==> src/rtl/bis_pkg.sv <==
package bis_pkg;

    parameter int AD_W  = 32;
    parameter int CBE_W = 4;

    typedef enum logic [1:0] {
        PH_IDLE = 2'd0,
        PH_ADDR = 2'd1,
        PH_DATA = 2'd2,
        PH_REL  = 2'd3
    } phase_t;

    typedef enum logic [1:0] {
        CS_NORMAL = 2'b00,
        CS_MABORT = 2'b01,
        CS_TSTOP  = 2'b10
    } cstat_t;

    typedef struct packed {
        logic [AD_W-1:0]  addr;
        logic [CBE_W-1:0] cmd;
        logic [CBE_W-1:0] be;
    } req_hdr_t;

    typedef struct packed {
        logic             frame_n;
        logic             frame_oe;
        logic             irdy_n;
        logic             irdy_oe;
        logic             ad_oe;
        logic             cbe_oe;
        logic [AD_W-1:0]  ad;
        logic [CBE_W-1:0] cbe;
    } bus_drv_t;

    function automatic logic cmd_is_write(input logic [CBE_W-1:0] cmd);
        return cmd[0];
    endfunction

endpackage

==> src/rtl/bis_devsel_timer.sv <==
module bis_devsel_timer #(
    parameter int LIMIT = 5
) (
    input  logic clk,
    input  logic rst,
    input  logic arm,
    input  logic run,
    input  logic devsel_n,
    output logic expire
);
    localparam int CW = $clog2(LIMIT + 1);

    logic [CW-1:0] edges_q;
    logic          seen_q;

    always_ff @(posedge clk) begin
        if (rst) begin
            edges_q <= '0;
            seen_q  <= 1'b0;
        end else if (arm) begin
            edges_q <= CW'(1);
            seen_q  <= 1'b0;
        end else if (run) begin
            if (edges_q != CW'(LIMIT)) begin
                edges_q <= edges_q + 1'b1;
            end
            if (!devsel_n) begin
                seen_q <= 1'b1;
            end
        end
    end

    assign expire = run && !seen_q && devsel_n && (edges_q == CW'(LIMIT - 1));

endmodule

==> src/rtl/bis_bus_drive.sv <==
module bis_bus_drive
    import bis_pkg::*;
(
    input  phase_t          phase,
    input  req_hdr_t        hdr,
    input  logic            last_beat,
    input  logic [AD_W-1:0] wr_data,
    input  logic            gnt_n,
    output bus_drv_t        drv
);
    always_comb begin
        drv         = '0;
        drv.frame_n = 1'b1;
        drv.irdy_n  = 1'b1;
        unique case (phase)
            PH_IDLE: begin
                drv.ad_oe  = !gnt_n;
                drv.cbe_oe = !gnt_n;
            end
            PH_ADDR: begin
                drv.frame_oe = 1'b1;
                drv.frame_n  = 1'b0;
                drv.irdy_oe  = 1'b1;
                drv.ad_oe    = 1'b1;
                drv.ad       = hdr.addr;
                drv.cbe_oe   = 1'b1;
                drv.cbe      = hdr.cmd;
            end
            PH_DATA: begin
                drv.frame_oe = 1'b1;
                drv.frame_n  = last_beat;
                drv.irdy_oe  = 1'b1;
                drv.irdy_n   = 1'b0;
                drv.cbe_oe   = 1'b1;
                drv.cbe      = hdr.be;
                if (cmd_is_write(hdr.cmd)) begin
                    drv.ad_oe = 1'b1;
                    drv.ad    = wr_data;
                end
            end
            PH_REL: begin
                drv.frame_oe = 1'b1;
                drv.irdy_oe  = 1'b1;
            end
            default: ;
        endcase
    end
endmodule

==> src/rtl/bus_initiator_seq.sv <==
module bus_initiator_seq
    import bis_pkg::*;
#(
    parameter int LEN_W        = 8,
    parameter int DEVSEL_LIMIT = 5
) (
    input  logic              clk,
    input  logic              rst,
    input  logic              req_valid,
    output logic              req_ready,
    input  logic [AD_W-1:0]   req_addr,
    input  logic [CBE_W-1:0]  req_cmd,
    input  logic [CBE_W-1:0]  req_be,
    input  logic [LEN_W-1:0]  req_len,
    input  logic [AD_W-1:0]   wr_data,
    output logic [LEN_W-1:0]  wr_idx,
    output logic              rd_valid,
    output logic [AD_W-1:0]   rd_data,
    output logic              done,
    output logic [1:0]        status,
    output logic [LEN_W-1:0]  xfer_count,
    input  logic              gnt_n,
    output logic [AD_W-1:0]   ad_o,
    output logic              ad_oe,
    input  logic [AD_W-1:0]   ad_i,
    output logic [CBE_W-1:0]  cbe_o,
    output logic              cbe_oe,
    output logic              frame_n_o,
    output logic              frame_oe,
    output logic              irdy_n_o,
    output logic              irdy_oe,
    input  logic              trdy_n_i,
    input  logic              devsel_n_i,
    input  logic              stop_n_i
);
    phase_t           phase_q;
    req_hdr_t         hdr_q;
    logic [LEN_W-1:0] len_q;
    logic [LEN_W-1:0] cnt_q;
    cstat_t           status_q;
    logic             rd_valid_q;
    logic [AD_W-1:0]  rd_data_q;
    logic             last_beat;
    logic             beat_done;
    logic             timed_out;
    bus_drv_t         drv;

    assign req_ready = (phase_q == PH_IDLE) && !gnt_n;
    assign last_beat = (len_q - cnt_q) == LEN_W'(1);
    assign beat_done = (phase_q == PH_DATA) && !trdy_n_i && !devsel_n_i;

    bis_devsel_timer #(.LIMIT(DEVSEL_LIMIT)) u_timer (
        .clk      (clk),
        .rst      (rst),
        .arm      (phase_q == PH_ADDR),
        .run      (phase_q == PH_DATA),
        .devsel_n (devsel_n_i),
        .expire   (timed_out)
    );

    bis_bus_drive u_drive (
        .phase     (phase_q),
        .hdr       (hdr_q),
        .last_beat (last_beat),
        .wr_data   (wr_data),
        .gnt_n     (gnt_n),
        .drv       (drv)
    );

    always_ff @(posedge clk) begin
        if (rst) begin
            phase_q    <= PH_IDLE;
            hdr_q      <= '0;
            len_q      <= LEN_W'(1);
            cnt_q      <= '0;
            status_q   <= CS_NORMAL;
            rd_valid_q <= 1'b0;
            rd_data_q  <= '0;
        end else begin
            rd_valid_q <= 1'b0;
            unique case (phase_q)
                PH_IDLE: begin
                    if (req_valid && req_ready) begin
                        hdr_q   <= '{addr: req_addr, cmd: req_cmd, be: req_be};
                        len_q   <= (req_len == '0) ? LEN_W'(1) : req_len;
                        cnt_q   <= '0;
                        phase_q <= PH_ADDR;
                    end
                end
                PH_ADDR: phase_q <= PH_DATA;
                PH_DATA: begin
                    if (beat_done) begin
                        cnt_q <= cnt_q + 1'b1;
                        if (!cmd_is_write(hdr_q.cmd)) begin
                            rd_valid_q <= 1'b1;
                            rd_data_q  <= ad_i;
                        end
                        if (last_beat) begin
                            status_q <= CS_NORMAL;
                            phase_q  <= PH_REL;
                        end else if (!stop_n_i) begin
                            status_q <= CS_TSTOP;
                            phase_q  <= PH_REL;
                        end
                    end else if (!stop_n_i) begin
                        status_q <= CS_TSTOP;
                        phase_q  <= PH_REL;
                    end else if (timed_out) begin
                        status_q <= CS_MABORT;
                        phase_q  <= PH_REL;
                    end
                end
                PH_REL:  phase_q <= PH_IDLE;
                default: phase_q <= PH_IDLE;
            endcase
        end
    end

    assign wr_idx     = cnt_q;
    assign xfer_count = cnt_q;
    assign rd_valid   = rd_valid_q;
    assign rd_data    = rd_data_q;
    assign done       = (phase_q == PH_REL);
    assign status     = status_q;
    assign ad_o       = drv.ad;
    assign ad_oe      = drv.ad_oe;
    assign cbe_o      = drv.cbe;
    assign cbe_oe     = drv.cbe_oe;
    assign frame_n_o  = drv.frame_n;
    assign frame_oe   = drv.frame_oe;
    assign irdy_n_o   = drv.irdy_n;
    assign irdy_oe    = drv.irdy_oe;

endmodule

==> config.mk <==
export PLATFORM = sky130hd
export DESIGN_NAME = bus_initiator_seq
export DESIGN_NICKNAME = d
export VERILOG_FILES = /design/src/rtl/bis_pkg.sv /design/src/rtl/bis_devsel_timer.sv /design/src/rtl/bis_bus_drive.sv /design/src/rtl/bus_initiator_seq.sv
export SDC_FILE = /design/constraint.sdc
export NUM_CORES = 1
export LEC_CHECK = 0
export BUFFER_PORTS_ARGS = -buffer_cell sky130_fd_sc_hd__buf_2
export CORE_AREA = 8 8 105 131
export DETAILED_ROUTE_END_ITERATION = 8
export DIE_AREA = 0 0 113 139
export PLACE_DENSITY = 0.75
export SYNTH_ARGS = -nofsm -noshare
export SYNTH_HDL_FRONTEND = slang
export SYNTH_HIERARCHICAL = 1
export SYNTH_SLANG_ARGS = --single-unit
==> constraint.sdc <==
create_clock -name clk -period 2.6 [get_ports clk]
set_clock_uncertainty 0.2 [all_clocks]
set_input_delay 0.52 -clock clk [delete_from_list [all_inputs] [get_ports clk]]
set_output_delay 0.52 -clock clk [all_outputs]
set_load 0.02 [all_outputs]
---- After elaboration in Yosys (flattened, before gate mapping) ----
Cells that the tools add are included.
storage, ports and cells
  register bits after elaboration ......... 97
  input bits .............................. 119
  output and inout bits ................... 95
  word-level logic and storage cells ...... 85
cells by class
  $add $sub $neg .......................... 3
  eq/ne operators ......................... 12
  mux-type cells .......................... 27
  bitwise logic cells ..................... 4
  reduce and logical (&&, ||, !) cells .... 27
operator list
  cell                   count
  $pmux W36 S2           1
  $mux W32               1
  $mux W8                3
  $mux W2                11
  $pmux W8 S2            1
  $reduce_and A3 Y1      4
  $add A8 B1 Y8 const B  1
  $eq A8 B1 Y1 const B   1
  $logic_not A8 Y1       1
  $pmux W2 S4            1
  $reduce_and A2 Y1      4
  $sub A8 B8 Y8          1
  $logic_and A1 B1 Y1    7
  $mux W1                7
  $pmux W2 S3            1
  $reduce_bool A2 Y1     3
  $reduce_or A3 Y1       2
  $eq A2 B2 Y1 const B   2
  $logic_not A1 Y1       4
  $ne A4 B3 Y1 const B   1
  $ne A4 B4 Y1 const B   1
  $not A1 Y1             4
  $add A3 B1 Y3 const B  1
  $eq A3 B3 Y1 const B   1
  9 further kinds        9

---- Depth between registers and ports, before layout ----
Gate-level depths: netlist of run 1.
  depth in word-level cells ............... 8
  mapped depth ............................ 10
  depth with buffers taken out ............ 10

---- Modules after synthesis ----
Netlist of run 1, hierarchy kept.
by module, submodules not included
  module             instances  cells an instance  area an instance (um^2)  sequential area each (um^2)
  bus_initiator_seq  1          479                3819.9                   1861.8
  bis_bus_drive      1          104                708.2                    0.0
  bis_devsel_timer   1          25                 232.7                    80.1

---- Least setup slack after synthesis of run 1 ----
No wires, ideal clock.
  path type ............................... register to output
  from .................................... reg cnt_q[0], in the netlist wr_idx[0]
  to ...................................... out frame_n_o
  arrival time ............................ 2093 ps
  data required time ...................... 1880 ps
  path slack .............................. -213 ps
  stages on the path, launching flop included .. 10
  buffers on the path ..................... 0
  cell sequence ........................... dfxtp_1 > ha_1 > fa_1 > nand2b_1 > a21oi_1 > mux2i_1 > nand4_4 > inv_2 > nand2_1 > o21ai_0
between the ends
  word-level cells in the longest chain between the ends .. 3
RTL lines
  what                      RTL line                 RTL
  start: declaration        bus_initiator_seq.sv:39  logic [LEN_W-1:0] cnt_q;
  start signal: assignment  bus_initiator_seq.sv:93  cnt_q <= cnt_q + 1'b1;
  $sub A8 B8 Y8             bus_initiator_seq.sv:49  assign last_beat = (len_q - cnt_q) == LEN_W'(1);
  $eq A8 B1 Y1              bus_initiator_seq.sv:49
  net last_beat             bus_initiator_seq.sv:43  logic last_beat;
  $pmux W1 S2               bis_bus_drive.sv:15      unique case (phase)
  end: declaration          bus_initiator_seq.sv:28  output logic frame_n_o,
The timed path passes the listed nets, and every way through them passes these cells.

---- Worst setup path after layout of run 1 ----
  from .................................... reg len_q[0]
  to ...................................... out frame_n_o
between the ends
  word-level cells in the longest chain between the ends .. 3
RTL lines
  what                      RTL line                 RTL
  start: declaration        bus_initiator_seq.sv:38  logic [LEN_W-1:0] len_q;
  start signal: assignment  bus_initiator_seq.sv:85  len_q <= (req_len == '0) ? LEN_W'(1) : req_len;
  $sub A8 B8 Y8             bus_initiator_seq.sv:49
  $eq A8 B1 Y1              bus_initiator_seq.sv:49
  net last_beat             bus_initiator_seq.sv:43
  $pmux W1 S2               bis_bus_drive.sv:15
The timed path passes the listed nets, and every way through them passes these cells.

==> results of run 1 <==
-- worst max-delay path, cell delays in order (launching register included) --
cell and delay [ns]:
dfxtp_2 0.34, inv_2 0.05, ha_4 0.15, fa_2 0.35, nand2b_4 0.16, a21oi_4 0.13, mux2i_2 0.28, nand4_4 0.13
inv_2 0.07, nand2_2 0.06, o21ai_4 0.08, buf_6 0.14
-- synthesized netlist by cell type, types with 4 or more instances --
cell | n | area, µm²
clkbuf_1 | 20 | 75.1
buf_4 | 9 | 67.6
nand2_1 | 167 | 627
o21ai_0 | 4 | 20.0
inv_1 | 21 | 78.8
buf_6 | 11 | 124
buf_2 | 8 | 40.0
xnor2_1 | 7 | 61.3
mux2i_1 | 4 | 40.0
a21oi_1 | 92 | 460
nor3_1 | 5 | 25.0
a32oi_1 | 32 | 280
nand3_1 | 4 | 20.0
a22oi_1 | 4 | 30.0
ha_1 | 20 | 250
dfxtp_1 | 97 | 1940
nor2_1 | 57 | 214
nand2b_1 | 7 | 43.8
-- repair_timing --
action / CTS / global route
resized for setup: 11 / 5
endpoints found under the setup margin: 3 / 33
pin swaps: 4 / 6
hold endpoints to repair: 0 / 0
gates cloned: 0 / 0
setup buffers: 1 / 1
-- area by class of cell --
class	count	area share (%)
multi-input combinational	436	39.5
sequential	97	31.0
timing repair buffer	239	21.0
clock buffer	11	3.70
tap	141	2.80
inverter	24	1.43
clock inverter	5	0.616
-- layer usage --
| metal | vias up | GRT usage (%) | share of wire, % |
|---|---|---|---|
| li1 | 2432 | - | - |
| met1 | 2202 | 21.3 | 41 |
| met2 | 167 | 32.5 | 49 |
| met3 | 18 | 6.93 | 8.2 |
| met4 | 2 | 5.77 | 1.4 |
| met5 | - | 0 | 0.086 |
-- sequential cells by signal (all words and copies together) (netlist names) --
register and count:
hdr_q 40, len_q 8, phase_q 2, rd_data 32, rd_valid 1, status 2
u_timer/edges_q 3, u_timer/seen_q 1, wr_idx 8
-- cells by family after synthesis --
family	Yosys count	synth area share [%]
XOR/XNOR	11	2.18
flip-flops	97	40.8
adder cells (fa/ha/maj)	21	5.68
AND/OR/NAND/NOR	253	21.9
AO/OA/AOI/OAI	147	20.0
buffers and inverters	75	8.57
multiplexers	4	0.841
-- stage by stage --
stage / instance area [µm²] / setup TNS [ns] / utilization, %
6_report: 6300 / -0.451 / 53.3
5_1_grt: 6300 / -0.905 / 53.3
4_1_cts: 6270 / -0.419 / 53.0
3_5_place_dp: 5940 / -0.118 / 50.3
3_3_place_gp: 5940 / -0.0918 / 50.3
2_1_floorplan: 4780 / 0 / -
-- report_power, final --
group          internal [mW]  leakage (nW)  switching [mW]
registers               1.63         0.789          0.0988
logic                  0.725          1.87            1.17
clock network          0.655         0.127           0.572
-- final timing paths --
| path | start | to | slack [ns] | cells past startpoint |
|---|---|---|---|---|
| worst min-delay path | ad_i[20] | rd_data[20] | 0.22 | 3 |
| worst min register to register | rd_data[5] | rd_data[5] | 0.25 | 2 |
| worst max-delay path | len_q[0] | frame_n_o | -0.38 | 11 |
| worst max register to register | len_q[0] | phase_q[0] | -0.05 | 12 |
==> metrics.yaml, run 1 <==
synth:
  synth_async_sr_flop_share_pct: 0
  synth-edff-count: 0
  ys_seq_area_share_pct: 40.8
  synthesis.area_per_instance_um2: 7.83
  mappedNetlistArea_mm2: 0.00476
  synthesis.nets: 748
  post_synth_cell_types: 47
  synth_seq_cells: 97
  postSynthCellCount: 608
  synthesis.yosys.warnings: 6
  yosys_most_used_dff: "dfxtp_1"
finish:
  flow.area_growth_from_synthesis_pct: 32.3
  final_layout_size_suffix_gt1_share_pct: 35.0
  most-common-layout-cells: "buf_2, nand2_1, dfxtp_1"
  multiInputGateArea_mm2: 0.00249
  finish.cell_count_without_fillers: 953
  insertedDiodeCount: 0
  mostFrequentLayoutCell: "buf_2"
  layout.filler_cells: 1175
  final_net_count: 947
  register_area_mm2: 0.00195
global_routing:
  first_global_vias: 4857
  grt-ovfl-total: 0
  grt_first_pass_wirelength_mm: 24.4
  gr-usage-all-layers_pct: 19.0
  grt_max_degree: 52
  antenna_violations_before_repair: 1
clock_tree:
  cts_max_path_buffers: 2
  insertion_delay_ns: 0.33
  cts_root_buffer: "clkbuf_16"
  clk_transition_reported_paths_ns: 0.07
  ctsHtreeMaxLevel: 3
  cts_hold_repair.buffers: 0
  cts_sinks: 97
  total_clock_buffers_created_by_cts: 9
  tritoncts: "built"
setup_path:
  startpoint_type: "register"
  arrival_ns: 2.26
  critical_path_required_ns: 1.88
  path_class: "reg -> out"
  critical_path_peak_fanout: 2
  kind_of_end_point_of_the_critical_path: "primary output"
die:
  fp.dieH_um: 139
  initial_utilization_pct: 40.3
  core_mm2: 0.0118
  io_pins: 214
  area_enclosed_by_the_die_boundary_mm2: 0.0157
  placementRows: 45
  die-width_um: 113
placement:
  hpwl_mm: 11.1
  dp_cells: 935
  setup_ws_pre_cts_ns: -0.118
  routabilityCongestion: 0.810
  buffer_ports.inserted: 213
route:
  route.detailed.wl_per_inst_um: 15.8
  routed_wl_mm: 15.0
  drt-initial-drc-count: 244
  drt_first_pass_iters: 4
  remaining_drc_errors: 0
  route.detailed.vias_per_inst: 5.06
  ant_nets: 0
  dr_total_vias: 4821
sta:
  timing.final.hold_violations: 0
  final_min_period_over_clock_period_pct: 115
  whs_ns: 0.216
  finalMaxSlewViolations: 0
  fmax_mhz: 336
  transition_time_at_the_pin_with_the_least_slew_margin_ns: 0.373
  grt_setup_unrepaired: "yes"
  fin_crit_ns: 2.98
  slew-limit-headroom_pct: 75.2
  final.setup.worst_slack_ns: -0.378
  finalSetupViolations: 3
power:
  p_leak_nw: 2.78
  power_mw: 4.85
  vdd_ir_drop_max_mv: 0.413
  power.density_cell_area_mw_per_mm2: 770
outcome:
  failing_checks: "setup timing"
  status: "finished, violations left"
worst_hold_path:
  holdCritPathClass: "in -> reg"
flow_run:
  max-cap-violations: 0
Note: power is estimated with default switching activity, not from simulation.
==> inputs of run 2 (changes only) <==
- CELL_PAD_IN_SITES_DETAIL_PLACEMENT: default -> 0
- CELL_PAD_IN_SITES_GLOBAL_PLACEMENT: default -> 2
- CORE_AREA: 8 8 105 131 -> 8 8 138 172
- DIE_AREA: 0 0 113 139 -> 0 0 146 180
- PLACE_DENSITY: 0.75 -> 0.77
==> metrics.yaml, run 2 (same netlist as run 1, synthesis figures left out) <==
outcome:
  status: "finished, violations left"  # unchanged
  failing_checks: "setup timing"  # unchanged
route:
  routed_wl_mm: 17.6  # was 15.0 mm
  route.detailed.vias_per_inst: 4.39  # was 5.06
  remaining_drc_errors: 0  # unchanged
  dr_total_vias: 4781  # was 4821
  ant_nets: 0  # unchanged
  drt-initial-drc-count: 277  # was 244
  route.detailed.wl_per_inst_um: 16.1  # was 15.8 µm
  drt_first_pass_iters: 4  # unchanged
clock_tree:
  ctsHtreeMaxLevel: 3  # unchanged
  total_clock_buffers_created_by_cts: 9  # unchanged
  cts_hold_repair.buffers: 0  # unchanged
  tritoncts: "built"  # unchanged
  cts_sinks: 97  # unchanged
  cts_root_buffer: "clkbuf_16"  # unchanged
  cts_max_path_buffers: 2  # unchanged
  insertion_delay_ns: 0.35  # was 0.33 ns
  clk_transition_reported_paths_ns: 0.08  # was 0.07 ns
power:
  cell_internal_pwr_mw: 3.13  # was 3.01 mW
  p_leak_nw: 2.79  # was 2.78 nW
  power.density_cell_area_mw_per_mm2: 777  # was 770 mW/mm²
  switching_share_pct: 38.2  # was 37.9%
  total_switching_power_mw: 1.93  # was 1.84 mW
  share_clk_of_total_power_pct: 28.0  # was 25.3%
  vdd_ir_drop_max_mv: 0.446  # was 0.413 mV
  pwr-share-comb_pct: 37.9  # was 39.0%
  power.share.sequential_pct: 34.2  # was 35.7%
setup_path:
  arrival_ns: 2.23  # was 2.26 ns
  critical_path_peak_fanout: 2  # unchanged
  kind_of_end_point_of_the_critical_path: "primary output"  # unchanged
  startpoint_type: "register"  # unchanged
  critical_path_required_ns: 1.88  # about the same
  path_class: "reg -> out"  # unchanged
die:
  placementRows: 60  # was 45
  core_mm2: 0.0212  # was 0.0118 mm²
  die-width_um: 146  # was 113 µm
  area_enclosed_by_the_die_boundary_mm2: 0.0263  # was 0.0157 mm²
  io_pins: 214  # unchanged
  fp.dieH_um: 180  # was 139 µm
  initial_utilization_pct: 22.5  # was 40.3%
finish:
  flip_flop_count_of_the_largest_register_after_layout: 40  # unchanged
  flow.area_growth_from_synthesis_pct: 36.9  # was 32.3%
  final_layout_size_suffix_gt1_share_pct: 35.1  # was 35.0%
  final_net_count: 946  # was 947
  most-common-layout-cells: "buf_2, nand2_1, dfxtp_1"  # unchanged
  fin_area_mm2: 0.00652  # was 0.00630 mm²
  largest_register: "hdr_q"  # unchanged
  finish.cell_count_without_fillers: 1090  # was 953
  insertedDiodeCount: 0  # unchanged
  layout.filler_cells: 2373  # was 1175
  mostFrequentLayoutCell: "buf_2"  # unchanged
placement:
  hpwl_mm: 12.8  # was 11.1 mm
  buffer_ports.inserted: 213  # unchanged
  detailed_place.area_mm2: 0.00614  # was 0.00594 mm²
  routabilityCongestion: 0.733  # was 0.810
  dp_cells: 1073  # was 935
  setup_ws_pre_cts_ns: -0.142  # was -0.118 ns
worst_hold_path:
  holdCritPathClass: "in -> reg"  # unchanged
global_routing:
  gr-usage-all-layers_pct: 13.1  # was 19.0%
  first_global_vias: 4790  # was 4857
  grt_max_degree: 57  # was 52
  grt-ovfl-total: 0  # unchanged
  grt_first_pass_wirelength_mm: 27.5  # was 24.4 mm
  antenna_violations_before_repair: 2  # was 1
sta:
  finalSetupViolations: 1  # was 3
  timing.final.hold_violations: 0  # unchanged
  fin_crit_ns: 2.95  # was 2.98 ns
  fin_tns_setup_ns: -0.346  # was -0.451 ns
  transition_time_at_the_pin_with_the_least_slew_margin_ns: 0.434  # was 0.373 ns
  final.setup.worst_slack_ns: -0.346  # was -0.378 ns
  fmax_mhz: 339  # was 336 MHz
  final_min_period_over_clock_period_pct: 113  # was 115%
  slew-limit-headroom_pct: 70.8  # was 75.2%
  grt_setup_unrepaired: "yes"  # unchanged
  finalMaxSlewViolations: 0  # unchanged
flow_run:
  max-cap-violations: 0  # unchanged
[run 2: changes by cell type in the layout (fill, tap and decap cells not counted), moves of 2 or more]
| cell | change |
|---|---|
| clkinv_4 | +2 |
| ha_1 | -3 |
| a32oi_2 | -2 |
| a32oi_1 | +2 |
| buf_12 | +2 |
| ha_2 | +3 |
| clkbuf_1 | -2 |
[run 2: final timing paths]
path / endpoint / slack (ns) / start / depth (start not counted)
worst max-delay path: frame_n_o / -0.35 / len_q[0] / 11
worst min-delay path: rd_data[31] / 0.20 / ad_i[31] / 3
worst max register to register: phase_q[0] / 0.08 / len_q[0] / 11
worst min register to register: rd_data[28] / 0.25 / rd_data[28] / 2
[run 2: critical path, stage by stage (launching register included)]
cell	delay (ns)
dfxtp_2	0.34
inv_2	0.04
ha_4	0.15
fa_2	0.35
nand2b_4	0.16
a21oi_4	0.13
mux2i_2	0.27
nand4_4	0.11
inv_2	0.07
nand2_2	0.06
o21ai_4	0.07
buf_6	0.14
[run 2: area by class of cell]
cell class	instances	area [µm²]	share of cell area, %
Tap cell	279	349	5.36
Clock inverter	7	91.3	1.40
Clock buffer	9	225	3.46
Timing Repair Buffer	238	1340	20.5
Sequential cell	97	1950	29.9
Inverter	24	90.1	1.38
Multi-Input combinational cell	436	2470	38.0
[run 2: what timing repair did]
action,4_1_cts,5_1_grt
buffers inserted,1,0
cloned,0,0
gates resized for setup,12,2
pin swaps,3,2
endpoints found under the hold margin,0,0
setup endpoints to repair,15,6
[run 2: metal layers]
layer	GRT usage (%)	share of wire, %	vias to the layer above
met1	14.9	42	2199
li1	-	-	2430
met3	3.94	5.9	14
met2	23.2	51	134
met4	3.55	1.1	4
met5	0	0.15	-
[run 2: through the flow]
| step | hold WS [ns] | util [%] | total power, mW |
|---|---|---|---|
| final | 0.198 | 30.8 | 5.07 |
| after floorplan | 0.235 | - | 3.02 |
| after global placement | 0.239 | 29.0 | 3.64 |
| after global routing | 0.185 | 30.8 | 5.42 |
| after detailed placement | 0.244 | 29.0 | 3.65 |
| after CTS | 0.176 | 30.7 | 5.16 |
[run 2: power by group through the flow]
stage | combinational [mW] | sequential, mW | clock, mW
2_1_floorplan | 1.24 | 1.78 | 0
3_3_place_gp | 1.89 | 1.76 | 0
3_5_place_dp | 1.89 | 1.76 | 0
4_1_cts | 1.95 | 1.73 | 1.49
5_1_grt | 2.12 | 1.75 | 1.54
6_report | 1.92 | 1.73 | 1.42
